$ cat src/rtl/keychk_pkg.sv
package keychk_pkg;

    // Byte offsets of the register map
    localparam int OFF_CTRL   = 'h000;
    localparam int OFF_KEY    = 'h080;
    localparam int OFF_RESULT = 'h100;

    // Control register bit positions
    localparam int CTRL_START = 0;
    localparam int CTRL_DONE  = 1;
    localparam int CTRL_IDLE  = 2;

    localparam logic [1:0] RESP_OKAY = 2'b00;

    typedef enum logic [1:0] {
        ST_IDLE,
        ST_SCAN,
        ST_SETTLE
    } eng_state_e;

endpackage

$ cat src/rtl/keychk_secret.sv
// Holds the built-in secret and returns one word selected by index.
module keychk_secret #(
    parameter int                          WORD_W = 32,
    parameter int                          NWORDS = 8,
    parameter logic [NWORDS*WORD_W-1:0]    SECRET = '0,
    localparam int                         IDX_W  = $clog2(NWORDS)
) (
    input  logic [IDX_W-1:0]  idx,
    output logic [WORD_W-1:0] word
);

    logic [WORD_W-1:0] words [NWORDS];

    for (genvar i = 0; i < NWORDS; i++) begin : g_word
        assign words[i] = SECRET[i*WORD_W +: WORD_W];
    end

    assign word = words[idx];

endmodule

$ cat src/rtl/keychk_engine.sv
// Fixed-latency, word-serial compare engine.
module keychk_engine
    import keychk_pkg::*;
#(
    parameter int                       WORD_W  = 32,
    parameter int                       NWORDS  = 8,
    parameter int                       LATENCY = 34,
    parameter logic [NWORDS*WORD_W-1:0] SECRET  = '0
) (
    input  logic                     clk,
    input  logic                     rst_n,
    input  logic                     start,
    input  logic [NWORDS*WORD_W-1:0] key_flat,
    input  logic [NWORDS-1:0]        flags,
    output logic                     busy,
    output logic                     finish,
    output logic                     verdict
);

    localparam int IDX_W = $clog2(NWORDS);
    localparam int CNT_W = $clog2(LATENCY);
    localparam logic [CNT_W-1:0] SCAN_LAST = CNT_W'(NWORDS - 1);
    localparam logic [CNT_W-1:0] RUN_LAST  = CNT_W'(LATENCY - 1);

    eng_state_e        state_q, state_d;
    logic [CNT_W-1:0]  cnt_q;
    logic              miss_q;
    logic              full_q;
    logic [IDX_W-1:0]  idx;
    logic [WORD_W-1:0] secret_word;
    logic [WORD_W-1:0] cand_word;
    logic [WORD_W-1:0] cand_words [NWORDS];

    for (genvar i = 0; i < NWORDS; i++) begin : g_cand
        assign cand_words[i] = key_flat[i*WORD_W +: WORD_W];
    end

    assign idx       = cnt_q[IDX_W-1:0];
    assign cand_word = cand_words[idx];

    keychk_secret #(
        .WORD_W (WORD_W),
        .NWORDS (NWORDS),
        .SECRET (SECRET)
    ) secret_i (
        .idx  (idx),
        .word (secret_word)
    );

    // State register
    always_ff @(posedge clk or negedge rst_n) begin
        if (!rst_n) state_q <= ST_IDLE;
        else        state_q <= state_d;
    end

    // Transitions: launch, scan_end, complete
    always_comb begin
        state_d = state_q;
        unique case (state_q)
            ST_IDLE:   if (start)             state_d = ST_SCAN;
            ST_SCAN:   if (cnt_q == SCAN_LAST) state_d = ST_SETTLE;
            ST_SETTLE: if (cnt_q == RUN_LAST)  state_d = ST_IDLE;
            default:                           state_d = ST_IDLE;
        endcase
    end

    // Outputs
    always_comb begin
        busy    = 1'b0;
        finish  = 1'b0;
        verdict = full_q & ~miss_q;
        unique case (state_q)
            ST_IDLE:   busy = 1'b0;
            ST_SCAN:   busy = 1'b1;
            ST_SETTLE: begin
                busy   = 1'b1;
                finish = (cnt_q == RUN_LAST);
            end
            default:   busy = 1'b0;
        endcase
    end

    // Datapath: counter, sticky mismatch, completeness snapshot
    always_ff @(posedge clk or negedge rst_n) begin
        if (!rst_n) begin
            cnt_q  <= '0;
            miss_q <= 1'b0;
            full_q <= 1'b0;
        end else begin
            unique case (state_q)
                ST_IDLE: begin
                    if (start) begin
                        cnt_q  <= '0;
                        miss_q <= 1'b0;
                        full_q <= &flags;
                    end
                end
                ST_SCAN: begin
                    cnt_q  <= cnt_q + 1'b1;
                    miss_q <= miss_q | (cand_word != secret_word);
                end
                ST_SETTLE: begin
                    cnt_q <= cnt_q + 1'b1;
                end
                default: cnt_q <= '0;
            endcase
        end
    end

endmodule

$ cat src/rtl/keychk_regs.sv
// AXI4-Lite slave, candidate storage, control and verdict registers.
module keychk_regs
    import keychk_pkg::*;
#(
    parameter int ADDR_W = 12,
    parameter int WORD_W = 32,
    parameter int NWORDS = 8
) (
    input  logic                     clk,
    input  logic                     rst_n,
    input  logic [ADDR_W-1:0]        s_awaddr,
    input  logic                     s_awvalid,
    output logic                     s_awready,
    input  logic [WORD_W-1:0]        s_wdata,
    input  logic                     s_wvalid,
    output logic                     s_wready,
    output logic [1:0]               s_bresp,
    output logic                     s_bvalid,
    input  logic                     s_bready,
    input  logic [ADDR_W-1:0]        s_araddr,
    input  logic                     s_arvalid,
    output logic                     s_arready,
    output logic [WORD_W-1:0]        s_rdata,
    output logic [1:0]               s_rresp,
    output logic                     s_rvalid,
    input  logic                     s_rready,
    input  logic                     busy,
    input  logic                     finish,
    input  logic                     verdict,
    output logic                     start,
    output logic [NWORDS*WORD_W-1:0] key_flat,
    output logic [NWORDS-1:0]        flags
);

    localparam int IDX_W = $clog2(NWORDS);
    localparam logic [ADDR_W-1:0] A_CTRL    = ADDR_W'(OFF_CTRL);
    localparam logic [ADDR_W-1:0] A_KEY     = ADDR_W'(OFF_KEY);
    localparam logic [ADDR_W-1:0] A_KEY_END = ADDR_W'(OFF_KEY + 4 * NWORDS);
    localparam logic [ADDR_W-1:0] A_RESULT  = ADDR_W'(OFF_RESULT);

    logic              wr_fire, rd_fire;
    logic              bvalid_q, rvalid_q;
    logic [WORD_W-1:0] rdata_q, rd_mux;
    logic              done_q, result_q;
    logic              wr_ctrl, wr_key, rd_ctrl;
    logic [IDX_W-1:0]  wr_idx;
    logic [ADDR_W-1:0] wr_off;

    function automatic logic in_key(input logic [ADDR_W-1:0] a);
        return (a[1:0] == 2'b00) && (a >= A_KEY) && (a < A_KEY_END);
    endfunction

    // Handshakes: address and data accepted together
    assign wr_fire   = s_awvalid & s_wvalid & (~bvalid_q | s_bready);
    assign s_awready = wr_fire;
    assign s_wready  = wr_fire;
    assign rd_fire   = s_arvalid & (~rvalid_q | s_rready);
    assign s_arready = rd_fire;

    assign s_bvalid = bvalid_q;
    assign s_bresp  = RESP_OKAY;
    assign s_rvalid = rvalid_q;
    assign s_rresp  = RESP_OKAY;
    assign s_rdata  = rdata_q;

    // Decode
    assign wr_off  = s_awaddr - A_KEY;
    assign wr_idx  = IDX_W'(wr_off >> 2);
    assign wr_ctrl = wr_fire && (s_awaddr == A_CTRL);
    assign wr_key  = wr_fire && in_key(s_awaddr) && !busy;
    assign rd_ctrl = rd_fire && (s_araddr == A_CTRL);
    assign start   = wr_ctrl && s_wdata[CTRL_START] && !busy;

    always_ff @(posedge clk or negedge rst_n) begin
        if (!rst_n) begin
            bvalid_q <= 1'b0;
            rvalid_q <= 1'b0;
            rdata_q  <= '0;
        end else begin
            if (wr_fire)       bvalid_q <= 1'b1;
            else if (s_bready) bvalid_q <= 1'b0;
            if (rd_fire) begin
                rvalid_q <= 1'b1;
                rdata_q  <= rd_mux;
            end else if (s_rready) begin
                rvalid_q <= 1'b0;
            end
        end
    end

    // Candidate words and their written flags
    for (genvar i = 0; i < NWORDS; i++) begin : g_key
        always_ff @(posedge clk or negedge rst_n) begin
            if (!rst_n) begin
                key_flat[i*WORD_W +: WORD_W] <= '0;
                flags[i]                     <= 1'b0;
            end else if (finish) begin
                flags[i] <= 1'b0;
            end else if (wr_key && (wr_idx == IDX_W'(i))) begin
                key_flat[i*WORD_W +: WORD_W] <= s_wdata;
                flags[i]                     <= 1'b1;
            end
        end
    end

    // Done and verdict; completion wins over a same-edge control read
    always_ff @(posedge clk or negedge rst_n) begin
        if (!rst_n) begin
            done_q   <= 1'b0;
            result_q <= 1'b0;
        end else begin
            if (finish)       done_q <= 1'b1;
            else if (start)   done_q <= 1'b0;
            else if (rd_ctrl) done_q <= 1'b0;
            if (finish)       result_q <= verdict;
            else if (start)   result_q <= 1'b0;
        end
    end

    // Read mux: the candidate region and the secret never drive read data
    always_comb begin
        rd_mux = '0;
        if (s_araddr == A_CTRL) begin
            rd_mux[CTRL_DONE] = done_q;
            rd_mux[CTRL_IDLE] = ~busy;
        end else if (s_araddr == A_RESULT) begin
            rd_mux[0] = result_q;
        end
    end

endmodule

$ cat src/rtl/keychk_top.sv
module keychk_top #(
    parameter int                       ADDR_W  = 12,
    parameter int                       WORD_W  = 32,
    parameter int                       NWORDS  = 8,
    parameter int                       LATENCY = 34,
    parameter logic [NWORDS*WORD_W-1:0] SECRET  =
        256'h9e37_79b9_7f4a_7c15_f39c_c060_5ced_c834_1082_2767_2b5c_0f11_d1b5_4a32_6a09_e667
) (
    input  logic              clk,
    input  logic              rst_n,
    input  logic [ADDR_W-1:0] s_awaddr,
    input  logic              s_awvalid,
    output logic              s_awready,
    input  logic [WORD_W-1:0] s_wdata,
    input  logic              s_wvalid,
    output logic              s_wready,
    output logic [1:0]        s_bresp,
    output logic              s_bvalid,
    input  logic              s_bready,
    input  logic [ADDR_W-1:0] s_araddr,
    input  logic              s_arvalid,
    output logic              s_arready,
    output logic [WORD_W-1:0] s_rdata,
    output logic [1:0]        s_rresp,
    output logic              s_rvalid,
    input  logic              s_rready
);

    logic                     eng_start, eng_busy, eng_finish, eng_verdict;
    logic [NWORDS*WORD_W-1:0] key_flat;
    logic [NWORDS-1:0]        key_flags;

    keychk_regs #(
        .ADDR_W (ADDR_W),
        .WORD_W (WORD_W),
        .NWORDS (NWORDS)
    ) regs_i (
        .clk       (clk),
        .rst_n     (rst_n),
        .s_awaddr  (s_awaddr),
        .s_awvalid (s_awvalid),
        .s_awready (s_awready),
        .s_wdata   (s_wdata),
        .s_wvalid  (s_wvalid),
        .s_wready  (s_wready),
        .s_bresp   (s_bresp),
        .s_bvalid  (s_bvalid),
        .s_bready  (s_bready),
        .s_araddr  (s_araddr),
        .s_arvalid (s_arvalid),
        .s_arready (s_arready),
        .s_rdata   (s_rdata),
        .s_rresp   (s_rresp),
        .s_rvalid  (s_rvalid),
        .s_rready  (s_rready),
        .busy      (eng_busy),
        .finish    (eng_finish),
        .verdict   (eng_verdict),
        .start     (eng_start),
        .key_flat  (key_flat),
        .flags     (key_flags)
    );

    keychk_engine #(
        .WORD_W  (WORD_W),
        .NWORDS  (NWORDS),
        .LATENCY (LATENCY),
        .SECRET  (SECRET)
    ) engine_i (
        .clk      (clk),
        .rst_n    (rst_n),
        .start    (eng_start),
        .key_flat (key_flat),
        .flags    (key_flags),
        .busy     (eng_busy),
        .finish   (eng_finish),
        .verdict  (eng_verdict)
    );

endmodule

$ cat config.mk
export PLATFORM = sky130hd
export DESIGN_NAME = keychk_top
export DESIGN_NICKNAME = d
export VERILOG_FILES = /design/src/rtl/keychk_pkg.sv /design/src/rtl/keychk_secret.sv /design/src/rtl/keychk_engine.sv /design/src/rtl/keychk_regs.sv /design/src/rtl/keychk_top.sv
export SDC_FILE = /design/constraint.sdc
export NUM_CORES = 1
export LEC_CHECK = 0
export ABC_AREA = 1
export BUFFER_PORTS_ARGS = -buffer_cell sky130_fd_sc_hd__buf_2
export CORE_ASPECT_RATIO = 1.4
export CORE_MARGIN = 3
export CORE_UTILIZATION = 23
export CTS_CLUSTER_DIAMETER = 40
export DETAILED_ROUTE_END_ITERATION = 12
export HOLD_SLACK_MARGIN = 0.12
export SLEW_MARGIN = 20
export SYNTH_ARGS = -nofsm -noshare
export SYNTH_HDL_FRONTEND = slang
export SYNTH_HIERARCHICAL = 1
export SYNTH_SLANG_ARGS = --single-unit
export TNS_END_PERCENT = 20
$ cat constraint.sdc
create_clock -name clk -period 6.94 [get_ports clk]
set_input_delay 0.347 -clock clk [delete_from_list [all_inputs] [get_ports clk]]
set_output_delay 0.347 -clock clk [all_outputs]
set_load 0.02 [all_outputs]
Yosys cells after proc, flatten, opt, wreduce, memory -nomap -nowiden
Memory sizes are Yosys's and may differ from the RTL's.
Cells that the tools add are included.
Operators by class
  add/sub/neg operators: 2
  $lt $le $gt $ge: 3
  eq/ne operators: 16
  multiplexer cells: 42
  bitwise logic cells: 13
  reduce and logical (&&, ||, !) cells: 48
Operator list (count)
  $mux W32: 4
  $bmux W32 S3: 1
  $ne A32 B32 Y1: 1
  $mux W1: 29
  $logic_not A12 Y1: 2
  $reduce_bool A2 Y1: 12
  $reduce_and A2 Y1: 10
  $logic_and A1 B1 Y1: 16
  $eq A12 B9 Y1 const B: 1
  $eq A3 B3 Y1 const B: 4
  $ge A12 B8 Y1 const B: 1
  $lt A12 B8 Y1 const B: 1
  $pmux W6 S2: 1
  $mux W2: 4
  $reduce_and A8 Y1: 1
  $add A6 B1 Y6 const B: 1
  $eq A3 B2 Y1 const B: 2
  $eq A6 B3 Y1 const B: 1
  $eq A6 B6 Y1 const B: 1
  $mux W6: 1
  $pmux W2 S3: 1
  $not A1 Y1: 5
  $sub A5 B1 Y5 const B: 1
  $and A1 B1 Y1: 4
  15 further kinds: 19
Word-level totals
  register bits: 281
  bits in read-only memories: 256
  input port bits: 63
  output and inout bits: 41
  logic and storage cells: 150
  memories: 1
Memories
  (name not given): words 8, bits a word 32, rd ports 1, clocked after Yosys merged registers in 0, wr ports 0, RTL line keychk_secret.sv:18  | assign word = words[idx];

Logic depth before layout (Yosys ltp)
Gate-level depths: netlist of run 1.
  depth after elaboration: 8
  depth in mapped cells: 17
  mapped depth without buffers: 16

Cells and area by module
The synthesis of run 1 kept the hierarchy.
Modules (own cells, without submodules)
  keychk_regs: instances 1, cells each 1307, area each 11657.4 sq um, sequential area each 6781.5 sq um
  keychk_engine: instances 1, cells each 931, area each 4159.0 sq um, sequential area each 250.2 sq um
  keychk_secret: instances 1, cells each 64, area each 400.4 sq um, sequential area each 0.0 sq um

Worst setup path after synthesis of run 1
OpenSTA, ideal clock, no wires.
  path kind: reg2reg
  from: register engine_i.cnt_q[1]
  to: register regs_i.key_flat[67]
  library setup time: 0.117 ns
  arrival time: 2.230 ns
  required time: 6.823 ns
  path slack: 4.593 ns
  stages on the path, launching flop included: 15
  buffers on the path: 4
  clock period less this slack: 2.347 ns
  cell sequence: dfrtp_1 -> buf_4 -> inv_2 -> buf_4 -> buf_4 -> ha_1 -> nand3_1 -> nor2_1 -> inv_2 -> nand2_1 -> nor2_1 -> nand3_1 -> clkbuf_1 -> nand2_1 -> nand2_1
Between the ends
  word-level cells in the longest chain between the ends: 4
RTL lines
  start, declared: RTL line keychk_engine.sv:26  | logic [CNT_W-1:0] cnt_q;
  start signal, assigned: RTL line keychk_engine.sv:99  | cnt_q <= cnt_q + 1'b1;
  start signal, assigned: RTL line keychk_engine.sv:103  | cnt_q <= cnt_q + 1'b1;
  $eq A6 B6 Y1: RTL line keychk_engine.sv:77  | finish = (cnt_q == RUN_LAST);
  $mux W1: RTL line keychk_engine.sv:72  | unique case (state_q)
  net eng_finish: RTL line keychk_top.sv:29  | logic eng_start, eng_busy, eng_finish, eng_verdict;
  $not A1 Y1 (no source line)
  $reduce_and A2 Y1 (no source line)
  end signal, assigned by index: RTL line keychk_regs.sv:100  | key_flat[i*WORD_W +: WORD_W] <= s_wdata;
  end, declared: RTL line keychk_regs.sv:31  | output logic [NWORDS*WORD_W-1:0] key_flat,
The timed path passes the listed nets, and every way through them passes these cells.
A chain may end at the register's enable or synchronous reset.

Worst setup path after layout of run 1
  from: register engine_i.cnt_q[2]
  to: register regs_i.key_flat[178]
Same word-level chain as after synthesis.

==> out/metrics.csv, run 1 <==
metric,value,unit
status,"complete, no violations",
Total Wirelength,51920,µm
# Post-CTS Setup Buffers,0,
Crit path required time,7.35,ns
RSZ-0062 raised after global routing,no,
clock-pin transition on the worst setup and hold timing paths,0.06,ns
first-pass GRT wire length,82540,µm
Post-synth top flop,dfrtp_1,
Final Hold Violating Endpoints,0,
core footprint,69460,µm²
Worst-Margin Slew,1.134,ns
total clock buffers created by CTS,39,
Area Growth Syn to Fin,12.62,%
Synth area leaders,"dfrtp_1, nand2_1, nand4_1",
Avg Synthesized Cell Area,7.045,µm²
register area share after synthesis,0.4336,
CP max FO,55,
Rel. slew slack,0.2440,
Final Max Slew Viols,0,
die height,320.2,µm
Yosys top cell area share,0.4336,
FMAX,0.2512,GHz
Worst Clk Skew,0.02067,ns
Synth Register Bits,281,
Setup Viol. Count Final,0,
Placement Setup Slack,3.016,ns
worst ir drop on vdd,0.1627,mV
Cells after DPL,3122,
Syn. warnings,6,
hold_ws,0.1504,ns
Yosys cell types,38,
CTS tree,yes,
met2 usage,0.2429,
period utilisation layout,0.5737,
"EDFF count, synth",0,
die area,73770,µm²
final worst slack,2.958,ns
leakage power,9.479,nW
Initial Util,0.2335,
Initial DRC Count,1145,
Skew-Pair Late Insertion Delay,0.54,ns
Mapped Cells,2302,
"FFs w/ async S/R, synth",1.000,
via count,14760,
max-cap viol count,0,
drt via density,4.610,
synth cell count leaders,"nand2_1, dfrtp_1, nand4_1",
"Cell Area, Synth",16220,µm²
DRT antenna net count,0,
CP Capture Type,flip-flop,
Final Core Density,0.2629,
met1 usage,0.1691,
drt wl/cell,16.22,µm
H-tree depth,2,
# port buffers,70,
GRT Util Overall,0.1388,
pwr dens,296.1,nW/µm²
Clock Sinks,281,
Setup crit start kind,flip-flop,
IO Count,104,
router iterations before antenna repair,6,
Max Root-Sink Buffers,3,
WP data arrival,4.39,ns
Non-Filler Instances,3201,
Sum Neg Setup Slack,0,ns
Yosys top cell by area,dfrtp_1,
Row Count,114,
total gr overflow,0,
CP Class,reg2reg,
HPWL after detailed placement,29500,µm
top-count cell post-synth,nand2_1,
Die X,230.4,µm
Tmin final,3.982,ns
hold crit path type,in2reg,
antenna violations before repair,8,
routability cong.,0.8509,
vias in the first global route,14270,
DR DRC count,0,
pin count of the biggest net entering global routing,186,
met3 usage,0.02523,
CTS Root Cell,clkbuf_16,
layout cells sized above 1,0.08466,
GR peak layer,met2,
nets,2316,
==> power breakdown <==
part           total, W  internal [W]  switching [W]
sequential      0.00171       0.00166      0.0000465
combinational   0.00164      0.000448        0.00119
clock           0.00207       0.00125       0.000813
total           0.00541       0.00336        0.00205
==> cells in the final DEF (no fill, tap or decap), drive strengths merged, types with 2 or more instances in the layout <==
master | netlist | layout
nand2 | 1011 | 1011
dfrtp | 281 | 281
nand4 | 260 | 260
inv | 207 | 217
nand3 | 194 | 194
buf | 169 | 88
nor2 | 58 | 58
clkbuf | 59 | 46
conb | 1 | 33
o21ai | 20 | 20
nand3b | 12 | 12
ha | 12 | 12
clkinv | 1 | 7
dlygate4sd3 | 0 | 6
diode | 0 | 5
bufinv | 0 | 4
nor3 | 4 | 4
a21oi | 3 | 3
or2 | 3 | 3
clkinvlp | 0 | 2
nor4 | 2 | 2
==> stage by stage <==
| stage | cell area, µm² | total power (W) |
|---|---|---|
| 3_3_place_gp | 16840 | 0.003365 |
| 2_1_floorplan | 16340 | 0.002921 |
| 3_5_place_dp | 16850 | 0.003377 |
| 5_1_grt | 18250 | 0.005725 |
| 4_1_cts | 18240 | 0.005464 |
| 6_report | 18260 | 0.005408 |
==> cells by family after synthesis <==
family,after synthesis,synth area share
AO/OA/AOI/OAI,26,0.009105
adder cells (fa/ha/maj),12,0.009258
flip-flops,281,0.4336
other,1,0.0002312
buffers and inverters,436,0.1281
AND/OR/NAND/NOR,1546,0.4197
==> final cells by class <==
| type | instances | area, µm² |
|---|---|---|
| multi-input cells | 1617 | 7356 |
| fillers | 7597 | 51200 |
| clock buffers | 46 | 1052 |
| flip-flops and latches | 281 | 7038 |
| clock inverters | 22 | 277.8 |
| inverters | 208 | 785.8 |
| well taps | 928 | 1161 |
| diodes | 5 | 12.51 |
| repair buffers | 94 | 580.6 |
==> metal layers <==
layer,part of all wire,wire length [µm]
met1,0.41,21130
met2,0.50,25870
met3,0.058,3022
met4,0.036,1845
met5,0.0011,55
==> critical path, stage by stage, from the launching register on <==
cell	delay, ns
dfrtp_2	0.34
buf_4	0.53
nor3_1	0.11
nand3_1	0.11
nor2_1	0.07
inv_2	0.17
nand2_1	0.27
nor2_4	0.91
nand3_2	0.97
nand2_1	0.27
nand2_1	0.07
==> flip-flops by register name, summed over array words and instances, names as in the netlist <==
| signal | flops |
|---|---|
| engine_i/miss_q | 1 |
| engine_i/cnt_q | 6 |
| regs_i/key_flat | 256 |
| engine_i/state_q | 2 |
| regs_i/flags | 8 |
| engine_i/full_q | 1 |
| regs_i/s_bvalid | 1 |
| regs_i/s_rdata | 3 |
| regs_i/done_q | 1 |
| regs_i/result_q | 1 |
| regs_i/s_rvalid | 1 |
==> worst paths after layout <==
| path | startpoint | to | slack, ns | cells past startpoint |
|---|---|---|---|---|
| hold / removal | s_wdata[9] | regs_i/key_flat[137]$_DFFE_PN0P_ | 0.15 | 3 |
| setup reg to reg | engine_i/cnt_q[2]$_DFFE_PN0P_ | regs_i/key_flat[178]$_DFFE_PN0P_ | 2.96 | 10 |
| hold reg to reg | regs_i/key_flat[120]$_DFFE_PN0P_ | regs_i/key_flat[120]$_DFFE_PN0P_ | 0.47 | 2 |
| min in group asynchronous | rst_n | regs_i/key_flat[186]$_DFFE_PN0P_ | 0.51 | 2 |
| max in group asynchronous | rst_n | regs_i/key_flat[9]$_DFFE_PN0P_ | 5.04 | 3 |
| setup / recovery | engine_i/cnt_q[2]$_DFFE_PN0P_ | regs_i/key_flat[178]$_DFFE_PN0P_ | 2.96 | 10 |
==> what timing repair did <==
| action | 4_1_cts | 5_1_grt |
|---|---|---|
| endpoints found under the setup margin | 0 | 0 |
| resized for setup | 0 | 0 |
| hold buffers | 6 | 0 |
| hold endpoints to repair | 126 | 0 |
Power figures use the tool's default switching activity.
==> run 2, diff against run 1 <==
clock period = 3.7 ns   (was 6.94 ns; I/O delays follow)
==> out/metrics.csv, run 2 (synthesized netlist as in run 1, its figures left out) <==
metric,value,unit,change
FMAX,0.3542,GHz,was 0.2512 GHz
status,"complete, no violations",,unchanged
DR DRC count,0,,unchanged
drt wl/cell,17.07,µm,was 16.22 µm
period utilisation layout,0.7631,,was 0.5737
worst ir drop on vdd,0.3353,mV,was 0.1627 mV
Resized cells post-CTS,0,,unchanged
Area Growth Syn to Fin,16.29,%,was 12.62%
Skew-Pair Late Insertion Delay,0.54,ns,about the same
GRT Util Overall,0.1475,,was 0.1388
Final Max Slew Viols,0,,unchanged
Sum Neg Setup Slack,0,ns,unchanged
Net Switching,0.003891,W,was 0.002047 W
Max Root-Sink Buffers,3,,unchanged
Switching Share,0.3789,,was 0.3786
vias in the first global route,14690,,was 14270
via count,15110,,was 14760
antenna violations before repair,2,,was 8
Initial DRC Count,1479,,was 1145
CP Capture Type,flip-flop,,unchanged
Setup crit start kind,flip-flop,,unchanged
Stages on worst setup path,16,,was 10
router iterations before antenna repair,6,,unchanged
Sequential Power Share,0.309,,was 0.315
clock-pin transition on the worst setup and hold timing paths,0.06,ns,about the same
Die X,230.4,µm,unchanged
Setup Viol. Count Final,0,,unchanged
WP data arrival,3.24,ns,was 4.39 ns
Comb power frac,0.316,,was 0.303
Hold Crit Depth,6,,was 3
worst reg2reg path depth,16,,was 10
H-tree depth,2,,unchanged
top flop regs,"regs_i/key_flat x256, regs_i/flags x8, engine_i/cnt_q x6",,unchanged
cts hold-fix bufs,42,,was 6
Placement Setup Slack,0.9441,ns,was 3.016 ns
die area,73770,µm²,unchanged
CP peak stage delay,0.53,ns,was 0.97 ns
Reg2Reg Capture Point,engine_i/miss_q$_DFFE_PN0P_,,was regs_i/key_flat[178]$_DFFE_PN0P_
total clock buffers created by CTS,37,,was 39
final worst slack,0.8764,ns,was 2.958 ns
crit path cell chain,buf_4 > inv_1 > ha_1 > nand2_1 > nand2_1 > inv_1 > inv_1 > nand2_1 > nand2_1 > nand2_1 > nor2_1 > nand2_1 > nor2_1 > nand3_1 > nand3_1 > nand2_1,,was buf_4 > nor3_1 > nand3_1 > nor2_1 > inv_2 > nand2_1 > nor2_4 > nand3_2 > nand2_1 > nand2_1
CP top delay family,buffers and inverters,,was simple AND/OR/NAND/NOR gates
CP max FO,44,,was 55
CTS tree,yes,,unchanged
CP Class,reg2reg,,unchanged
IO Count,104,,unchanged
FF-to-FF Start,engine_i/cnt_q[1]$_DFFE_PN0P_,,was engine_i/cnt_q[2]$_DFFE_PN0P_
CTS Root Cell,clkbuf_16,,unchanged
"commonest cells after routing, fill and taps aside","nand2_1, dfrtp_1, nand4_1",,unchanged
cell mode on critical path,nand2_1,,unchanged
Crit path required time,4.12,ns,was 7.35 ns
core footprint,69460,µm²,unchanged
RSZ-0062 raised after global routing,no,,unchanged
Hold Path Sink,regs_i/s_rdata[2]$_DFFE_PN0P_,,was regs_i/key_flat[137]$_DFFE_PN0P_
Final Core Density,0.2715,,was 0.2629
# Post-CTS Setup Buffers,0,,unchanged
worst hold start,s_araddr[4],,was s_wdata[9]
Worst Clk Skew,0.02784,ns,was 0.02067 ns
leakage power,9.773,nW,was 9.479 nW
Total Wirelength,55610,µm,was 51920 µm
drt via density,4.640,,was 4.610
total gr overflow,0,,unchanged
max-cap viol count,0,,unchanged
hold crit path type,in2reg,,unchanged
clock share of power,0.376,,was 0.382
fill count,7589,,was 7597
Initial Util,0.2335,,unchanged
HPWL after detailed placement,31740,µm,was 29500 µm
routability cong.,0.8586,,was 0.8509
CP bufs+invs,4,,was 2
Tmin final,2.824,ns,was 3.982 ns
nets,2375,,was 2316
Clock Sinks,281,,unchanged
DRT antenna net count,0,,unchanged
Final Hold Violating Endpoints,0,,unchanged
first-pass GRT wire length,86800,µm,was 82540 µm
die height,320.2,µm,unchanged
P_int,0.006376,W,was 0.003361 W
Critical-path top delay cell,buf_4,,was nand3_2
"leading cell type in the layout, fill and taps excluded",nand2_1,,unchanged
Worst-Margin Slew,1.033,ns,was 1.134 ns
max reg flops,256,,unchanged
Rel. slew slack,0.3114,,was 0.2440
# port buffers,70,,unchanged
layout cells sized above 1,0.09110,,was 0.08466
pin count of the biggest net entering global routing,143,,was 186
"reg-to-reg slack, setup",0.88,ns,was 2.96 ns
pwr dens,544.4,nW/µm²,was 296.1 nW/µm²
Non-Filler Instances,3257,,was 3201
Cells after DPL,3147,,was 3122
Row Count,114,,unchanged
Top reg by flops,regs_i/key_flat,,unchanged
==> run 2: area by class of cell <==
| type | count | area, µm² | area share |
|---|---|---|---|
| inverters | 208 | 785.8 | 0.04167 |
| diodes | 2 | 5.005 | 0.0002654 |
| clock inverters | 20 | 284.0 | 0.01506 |
| flip-flops and latches | 281 | 7038 | 0.3732 |
| repair buffers | 155 | 1229 | 0.06515 |
| clock buffers | 46 | 1022 | 0.05421 |
| multi-input cells | 1617 | 7333 | 0.3889 |
| well taps | 928 | 1161 | 0.06157 |
==> run 2: metrics by stage <==
step	cell area, µm²	power, W	hold WS, ns
3_5_place_dp	17130	0.006415	0.2936
4_1_cts	18850	0.01034	0.1239
6_report	18860	0.01027	0.1353
5_1_grt	18860	0.01080	0.1812
2_1_floorplan	16340	0.005479	-0.1106
3_3_place_gp	17130	0.006406	0.2960
==> run 2: per-layer routing <==
layer,GRT usage,vias to the layer above,share of wire
li1,-,7270,-
met4,0.06461,0,0.045
met3,0.01955,128,0.056
met5,0,-,0
met2,0.2507,500,0.48
met1,0.1869,7216,0.42
==> run 2: worst min-delay path, cell delays in order <==
cell	delay (ns)
buf_2	0.08
nor2_1	0.03
nand2_1	0.05
nor2_1	0.05
nand3_1	0.13
o21ai_0	0.09
==> run 2: power by group through the flow <==
stage | logic, W | clock network (W) | registers (W)
final | 0.00324 | 0.00386 | 0.00317
after global routing | 0.00359 | 0.00403 | 0.00317
after CTS | 0.00324 | 0.00392 | 0.00317
after detailed placement | 0.00319 | 0 | 0.00323
after global placement | 0.00318 | 0 | 0.00322
after floorplan | 0.00228 | 0 | 0.00320
==> run 2: worst max-delay path by stage <==
stage,from,to,slack [ns]
CTS,engine_i/cnt_q[1]$_DFFE_PN0P_,engine_i/miss_q$_DFFE_PN0P_,0.93
global route,engine_i/cnt_q[1]$_DFFE_PN0P_,engine_i/miss_q$_DFFE_PN0P_,0.68
detailed placement,engine_i/cnt_q[1]$_DFFE_PN0P_,engine_i/miss_q$_DFFE_PN0P_,0.94
global placement,engine_i/cnt_q[1]$_DFFE_PN0P_,engine_i/miss_q$_DFFE_PN0P_,0.96
finish,engine_i/cnt_q[1]$_DFFE_PN0P_,engine_i/miss_q$_DFFE_PN0P_,0.88
floorplan,engine_i/cnt_q[1]$_DFFE_PN0P_,regs_i/key_flat[67]$_DFFE_PN0P_,1.35
